$ cat src/rtl/xfc_pkg.sv
package xfc_pkg;

    typedef struct packed {
        logic busy;
        logic done;
        logic err;
        logic inv;
    } xfc_ctl_t;

    localparam int CTRL_START_BIT = 0;
    localparam int CTRL_INV_BIT   = 1;

endpackage

$ cat src/rtl/xfc_sink_drv.sv
module xfc_sink_drv #(
    parameter int FRAME_LEN = 32768,
    parameter int SAMP_W    = 8
) (
    input  logic                  clk,
    input  logic                  rst_n,
    input  logic                  run,
    input  logic                  clr,
    input  logic                  in_empty,
    input  logic [2*SAMP_W-1:0]   in_q,
    input  logic                  snk_ready,
    output logic                  in_rdreq,
    output logic                  snk_valid,
    output logic                  snk_sop,
    output logic                  snk_eop,
    output logic [SAMP_W-1:0]     snk_re,
    output logic [SAMP_W-1:0]     snk_im
);
    localparam int CW = $clog2(FRAME_LEN + 1);

    typedef struct packed {
        logic [CW-1:0] cnt;
    } sink_st_t;

    sink_st_t st_d, st_q;
    logic     take;

    always_comb begin
        take = run && (st_q.cnt < CW'(FRAME_LEN)) && !in_empty && snk_ready;
        st_d = st_q;
        if (clr) begin
            st_d.cnt = '0;
        end else if (take) begin
            st_d.cnt = st_q.cnt + CW'(1);
        end
    end

    always_ff @(posedge clk) begin
        if (!rst_n) begin
            st_q <= '0;
        end else begin
            st_q <= st_d;
        end
    end

    assign in_rdreq  = take;
    assign snk_valid = take;
    assign snk_sop   = take && (st_q.cnt == '0);
    assign snk_eop   = take && (st_q.cnt == CW'(FRAME_LEN - 1));
    assign snk_re    = in_q[SAMP_W-1:0];
    assign snk_im    = in_q[2*SAMP_W-1:SAMP_W];

    p_take_gated_r3: assert property (@(posedge clk) disable iff (!rst_n)
        snk_valid |-> (snk_ready && !in_empty && run));

    p_count_cap_r3: assert property (@(posedge clk) disable iff (!rst_n)
        st_q.cnt <= CW'(FRAME_LEN));

    p_eop_quiet_r4: assert property (@(posedge clk) disable iff (!rst_n)
        snk_eop |=> !snk_valid);

endmodule

$ cat src/rtl/xfc_src_cap.sv
module xfc_src_cap #(
    parameter int FRAME_LEN = 32768,
    parameter int SAMP_W    = 8,
    parameter int EXP_W     = 6
) (
    input  logic                  clk,
    input  logic                  rst_n,
    input  logic                  clr,
    input  logic                  src_valid,
    input  logic                  src_sop,
    input  logic                  src_eop,
    input  logic [SAMP_W-1:0]     src_re,
    input  logic [SAMP_W-1:0]     src_im,
    input  logic [EXP_W-1:0]      src_exp,
    input  logic                  out_full,
    output logic                  src_ready,
    output logic                  out_wrreq,
    output logic [2*SAMP_W-1:0]   out_data,
    output logic                  exp_wrreq,
    output logic [EXP_W-1:0]      exp_data,
    output logic                  acc_eop,
    output logic                  acc_bad
);
    localparam int IW = (FRAME_LEN > 1) ? $clog2(FRAME_LEN) : 1;

    typedef struct packed {
        logic                wr;
        logic [2*SAMP_W-1:0] data;
        logic [EXP_W-1:0]    expv;
        logic                inpkt;
        logic [IW-1:0]       cnt;
    } cap_st_t;

    cap_st_t       st_d, st_q;
    logic          acc;
    logic [IW-1:0] idx;
    logic          last;

    always_comb begin
        acc     = src_valid && !out_full;
        idx     = src_sop ? '0 : st_q.cnt;
        last    = (idx == IW'(FRAME_LEN - 1));
        acc_eop = acc && src_eop;
        acc_bad = acc && ((src_sop && st_q.inpkt) ||
                          (!src_sop && !st_q.inpkt) ||
                          (src_eop != last));
        st_d      = st_q;
        st_d.wr   = acc;
        st_d.data = acc ? {src_im, src_re} : st_q.data;
        st_d.expv = acc ? src_exp : st_q.expv;
        if (clr) begin
            st_d.inpkt = 1'b0;
            st_d.cnt   = '0;
        end else if (acc) begin
            if (src_eop) begin
                st_d.inpkt = 1'b0;
                st_d.cnt   = '0;
            end else begin
                st_d.inpkt = 1'b1;
                st_d.cnt   = idx + IW'(1);
            end
        end
    end

    always_ff @(posedge clk) begin
        if (!rst_n) begin
            st_q <= '0;
        end else begin
            st_q <= st_d;
        end
    end

    assign src_ready = !out_full;
    assign out_wrreq = st_q.wr;
    assign out_data  = st_q.data;
    assign exp_wrreq = st_q.wr;
    assign exp_data  = st_q.expv;

    p_wr_follows_r7: assert property (@(posedge clk) disable iff (!rst_n)
        (src_valid && src_ready) |=> (out_wrreq && exp_wrreq));

    p_wr_data_r7: assert property (@(posedge clk) disable iff (!rst_n)
        (src_valid && src_ready) |=> (out_data == $past({src_im, src_re})) &&
                                     (exp_data == $past(src_exp)));

    p_pkt_close_r9: assert property (@(posedge clk) disable iff (!rst_n)
        (acc && src_eop && !clr) |=> !st_q.inpkt);

endmodule

$ cat src/rtl/xform_frame_ctrl.sv
module xform_frame_ctrl
    import xfc_pkg::*;
#(
    parameter int FRAME_LEN = 32768,
    parameter int SAMP_W    = 8,
    parameter int EXP_W     = 6,
    parameter int REG_W     = 8
) (
    input  logic                  clk,
    input  logic                  rst_n,
    input  logic                  ctrl_wr,
    input  logic [REG_W-1:0]      ctrl_data,
    output logic [REG_W-1:0]      status,
    input  logic                  in_empty,
    input  logic [2*SAMP_W-1:0]   in_q,
    output logic                  in_rdreq,
    input  logic                  snk_ready,
    output logic                  snk_valid,
    output logic                  snk_sop,
    output logic                  snk_eop,
    output logic [SAMP_W-1:0]     snk_re,
    output logic [SAMP_W-1:0]     snk_im,
    output logic                  snk_inv,
    input  logic                  src_valid,
    input  logic                  src_sop,
    input  logic                  src_eop,
    input  logic [SAMP_W-1:0]     src_re,
    input  logic [SAMP_W-1:0]     src_im,
    input  logic [EXP_W-1:0]      src_exp,
    output logic                  src_ready,
    input  logic                  out_full,
    output logic                  out_wrreq,
    output logic [2*SAMP_W-1:0]   out_data,
    output logic                  exp_wrreq,
    output logic [EXP_W-1:0]      exp_data
);
    xfc_ctl_t ctl_d, ctl_q;
    logic     start;
    logic     acc_eop;
    logic     acc_bad;
    logic     ctrl_unused;

    assign ctrl_unused = ^ctrl_data[REG_W-1:2];

    always_comb begin
        start = ctrl_wr && ctrl_data[CTRL_START_BIT] && !ctl_q.busy;
        ctl_d = ctl_q;
        if (start) begin
            ctl_d.busy = 1'b1;
            ctl_d.done = 1'b0;
            ctl_d.err  = 1'b0;
            ctl_d.inv  = ctrl_data[CTRL_INV_BIT];
        end else if (ctl_q.busy) begin
            if (acc_bad) begin
                ctl_d.err = 1'b1;
            end
            if (acc_eop) begin
                ctl_d.busy = 1'b0;
                ctl_d.done = 1'b1;
            end
        end
    end

    always_ff @(posedge clk) begin
        if (!rst_n) begin
            ctl_q <= '0;
        end else begin
            ctl_q <= ctl_d;
        end
    end

    assign status  = {{(REG_W-3){1'b0}}, ctl_q.err, ctl_q.done, ctl_q.busy};
    assign snk_inv = ctl_q.inv;

    xfc_sink_drv #(
        .FRAME_LEN (FRAME_LEN),
        .SAMP_W    (SAMP_W)
    ) sink_i (
        .clk       (clk),
        .rst_n     (rst_n),
        .run       (ctl_q.busy),
        .clr       (start),
        .in_empty  (in_empty),
        .in_q      (in_q),
        .snk_ready (snk_ready),
        .in_rdreq  (in_rdreq),
        .snk_valid (snk_valid),
        .snk_sop   (snk_sop),
        .snk_eop   (snk_eop),
        .snk_re    (snk_re),
        .snk_im    (snk_im)
    );

    xfc_src_cap #(
        .FRAME_LEN (FRAME_LEN),
        .SAMP_W    (SAMP_W),
        .EXP_W     (EXP_W)
    ) cap_i (
        .clk       (clk),
        .rst_n     (rst_n),
        .clr       (start),
        .src_valid (src_valid),
        .src_sop   (src_sop),
        .src_eop   (src_eop),
        .src_re    (src_re),
        .src_im    (src_im),
        .src_exp   (src_exp),
        .out_full  (out_full),
        .src_ready (src_ready),
        .out_wrreq (out_wrreq),
        .out_data  (out_data),
        .exp_wrreq (exp_wrreq),
        .exp_data  (exp_data),
        .acc_eop   (acc_eop),
        .acc_bad   (acc_bad)
    );

    p_start_r2: assert property (@(posedge clk) disable iff (!rst_n)
        start |=> (status[0] && !status[1] && !status[2]));

    p_inv_hold_r6: assert property (@(posedge clk) disable iff (!rst_n)
        (ctl_q.busy && $past(ctl_q.busy)) |-> $stable(snk_inv));

    p_done_idle_r8: assert property (@(posedge clk) disable iff (!rst_n)
        status[1] |-> !status[0]);

    p_busy_read_r3: assert property (@(posedge clk) disable iff (!rst_n)
        in_rdreq |-> status[0]);

endmodule

$ cat config.mk
export PLATFORM = sky130hd
export DESIGN_NAME = xform_frame_ctrl
export DESIGN_NICKNAME = d
export VERILOG_FILES = /design/src/rtl/xfc_pkg.sv /design/src/rtl/xfc_sink_drv.sv /design/src/rtl/xfc_src_cap.sv /design/src/rtl/xform_frame_ctrl.sv
export SDC_FILE = /design/constraint.sdc
export NUM_CORES = 1
export LEC_CHECK = 0
export BUFFER_PORTS_ARGS = -buffer_cell sky130_fd_sc_hd__buf_2
export CORE_MARGIN = 2
export CORE_UTILIZATION = 34
export CTS_BUF_LIST = sky130_fd_sc_hd__clkbuf_2 sky130_fd_sc_hd__clkbuf_4 sky130_fd_sc_hd__clkbuf_8
export DETAILED_ROUTE_END_ITERATION = 12
export PLACE_DENSITY = 0.64
export SLEW_MARGIN = 10
export SYNTH_ARGS = -nofsm -noshare
export SYNTH_HDL_FRONTEND = slang
export SYNTH_HIERARCHICAL = 1
export SYNTH_SLANG_ARGS = --single-unit
$ cat constraint.sdc
create_clock -name clk -period 2.4 [get_ports clk]
set_input_delay 0.48 -clock clk [delete_from_list [all_inputs] [get_ports clk]]
set_output_delay 0.48 -clock clk [all_outputs]
set_load 0.01 [all_outputs]
==> results.md <==
- RSZ-0062 raised after global routing: false
- Sw frac: 22.58%
- Slowest stage delay, CP: 0.40 ns
- Final Setup Violations: 0
- Main synth FF type: dfxtp_1
- Pint: approximately 1.7 mW
- Synth async-reset ratio: 0%
- Setup crit start kind: flip-flop
- Top delay family on crit path: simple AND/OR/NAND/NOR gates
- Detailed-route wire length per cell: 12.38 µm
- Sink Count: 59
- Metal-1 WL: 2858 µm
- Clk root buf: clkbuf_8
- Sequential share of power: 45.6%
- Fin crit period: 2.200 ns
- Routed wire length: 6315 µm
- Setup Skew: 0.004082 ns
- Area Growth Syn to Fin: 10.20%
- Post-DP HPWL: 4518 µm
- Number of synthesized flops with an enable pin: 0
- Critical setup path kind: reg -> out
- Layout cells sized above 1: approximately a quarter
- Total power: 2.222 mW
- Initial detailed-routing violation count: 89
- Post-synthesis sequential area ratio: 38.50%
- Crit-path cells: ha_1, nand3_1, or3_4, nor2_1, buf_2
- Clock slew at reported path FFs: around 0.070 ns
- Comb pwr share: 7.4%
- Clock group share of total power: 46.9%
- Antenna diode count: 0
- MaxCap Viol Count: 0
- All-Layer GR Usage: ~13%
- Final hold vios: 0
- Htree depth: 3
- Mapped cell area: between 3000 and 4000 µm²
- Met2 wire len: slightly above 3000 µm
- First-pass GRT wire length: 10670 µm
- Crit path max-delay cell type: dfxtp_1
- Worst slew pin tran: approximately 0.62 ns
- Vias in the first global route: between 2000 and 2500
- Vias per cell: 4.904
- Pre-antenna DRT Iters: 4
- FP Rows: 34
- Rel. slew slack: ~59%
- Max layer used: met4
- Crit path buf inv count: 1
- Outcome: finished clean
- Setup TNS: 0 ns
- Yosys warns: 6
- Top-level I/O count: ~110
- IO Port Bufs: 65
- Total number of vias: 2501
- Max frequency: 454.6 MHz
- Synth unique cells: 52
- CTS tree: done
- Die width: 98.99 µm
- Core Region: 8721 µm²
- Final #Nets: 455
- Crit Path Max Fanout: 6
- Data arrival, critical path: 1.72 ns
- Avg Cell Area, Syn: between 8 and 9 µm²
- Flops & latches, synth: slightly below 60
- Worst VDD drop: 409.3 µV
- Initial antenna violation count: 0
- Tcrit/Tclk final: 91.66%
- Sw power: 0.5019 mW
- Routed wl met3: between 300 and 400 µm
- Fin. max-slew vios: 0
- Starting Density: 35.18%
- Max clock buf depth: 2
- Leak: 1.323 nW
- Syn Inst Count: 377
- DIE AREA: between 9000 and 10000 µm²
- CTS Buf Count: 9
- Power per cell area: 657.4 nW/µm²
- Latest clock arrival within the worst-skew pair: 0.34 ns
- Final ANT Viol Nets: 0
- Die Span Y: 98.99 µm
- Critical Path Sink Type: output port
- Total congestion overflow: 0
- Largest net degree at the start of global routing: 22
- Core Util, Final: 38.77%
- DRC: 0
- GPL Wtd Cong: 0.8311
- Worst path required time: 1.92 ns
- Hold Crit Class: in -> reg
timing repair:
item                                    in CTS  in global routing
gates resized for setup                      0                  1
hold buffers                                 0                  0
setup buffers                                0                  0
endpoints found under the setup margin       0                  1
state kept, by name (all words and copies together) (netlist names):
register,count
snk_inv,1
status,3
cap_i/exp_data,6
cap_i/exp_wrreq,1
cap_i/st_q,16
cap_i/out_data,16
sink_i/st_q,16
layer usage:
metal | GRT usage (%) | vias to the layer above
li1 | - | 1283
met1 | 15.69 | 1147
met2 | 22.77 | 58
met3 | 4.468 | 13
met4 | 4.953 | 0
met5 | 0 | -
worst reg2reg max path: cells and delay by family (launching register included):
family                     cells  cell delay (ns)
DFF                            1             0.35
adders and majority gates      1             0.29
AOI/OAI and AO/OA              1             0.17
buffers and inverters          1             0.17
and+or+nand+nor                3             0.77
layout by cell type, fill, tap and decap left out, types with 6 or more instances in the layout:
cell | netlist | layout
buf_4 | 45 | 7
nor2_1 | 18 | 18
clkbuf_8 | 0 | 11
nand4_1 | 7 | 7
inv_1 | 6 | 6
dfxtp_1 | 59 | 59
o21ai_0 | 10 | 10
xnor2_1 | 7 | 7
a21oi_1 | 17 | 17
or3_1 | 9 | 8
nand2_1 | 69 | 69
a31oi_1 | 7 | 7
nand3_1 | 10 | 10
nor3_1 | 8 | 8
or4_1 | 7 | 7
a21boi_0 | 22 | 22
buf_2 | 3 | 65
cells by family (layout without fill, tap and decap cells):
group,count (synthesis),after routing,synth area share (%)
AND/OR/NAND/NOR,159,159,26.47
buffers and inverters,73,94,15.54
XOR/XNOR,10,10,2.855
adder cells (fa/ha/maj),3,3,1.224
AO/OA/AOI/OAI,71,71,14.97
other,1,5,0.1222
multiplexers,1,1,0.3263
flip-flops,59,59,38.50
power groups by stage:
stage	logic, mW	clock network (mW)	registers (mW)
floorplan	0.155	0	1.03
global placement	0.165	0	1.03
detailed placement	0.168	0	1.04
CTS	0.169	1.08	1.01
global route	0.188	1.11	1.02
finish	0.166	1.04	1.01
cell usage after synthesis, types with 2 or more instances:
cell	n	area, µm²
nand4_1	7	43.79
and3_1	3	18.77
o21ai_0	10	50.05
a21oi_1	17	85.08
xor2_1	3	26.28
a31oi_1	7	43.79
ha_1	3	37.54
nor4_1	5	31.28
or4_1	7	52.55
nand2_1	69	259.0
o21ai_1	2	10.01
nand3_1	10	50.05
nor3_1	8	40.04
and2b_1	2	15.01
buf_1	2	7.510
nor2b_1	2	12.51
and2_1	3	18.77
nand2b_1	3	18.77
nor2_1	18	67.56
a22oi_1	2	15.01
clkbuf_1	13	48.80
a21boi_0	22	165.2
o211ai_1	4	30.03
or3_1	9	56.30
xnor2_1	7	61.31
inv_1	6	22.52
buf_2	3	15.01
buf_6	4	45.04
dfxtp_1	59	1181
buf_4	45	337.8
metrics by stage:
stage	cell area [µm²]	cells	setup WS (ns)	hold WS [ns]
finish	3381	510	0.2002	0.3836
global route	3381	510	0.04583	0.3841
CTS	3376	510	0.1160	0.3632
detailed placement	3144	494	0.1746	0.4464
global placement	3144	494	0.2130	0.4425
floorplan	3083	381	0.3669	0.4438
path summary, 6_finish.rpt:
check | start | endpoint | slack [ns] | cells past startpoint
worst max-delay path | sink_i/st_q[0]$_SDFFE_PP0P_ | snk_eop | 0.20 | 5
worst min-delay path | src_exp[1] | cap_i/exp_data[1]$_SDFFE_PN0P_ | 0.38 | 3
worst max register to register | cap_i/st_q[0]$_SDFFE_PP0P_ | cap_i/st_q[14]$_SDFFE_PP0P_ | 0.56 | 6
worst min register to register | status[1]$_SDFFE_PP0P_ | status[1]$_SDFFE_PP0P_ | 0.45 | 2
final cells by class:
class                      instances  area [µm²]
clock buffer                      12       158.9
tap                              108       135.1
multi-input combinational        249        1433
inverter                           6       22.52
timing repair buffer              72       377.9
clock inverter                     4       72.57
sequential                        59        1181
fill                             880        5340
Power figures use the tool's default switching activity.
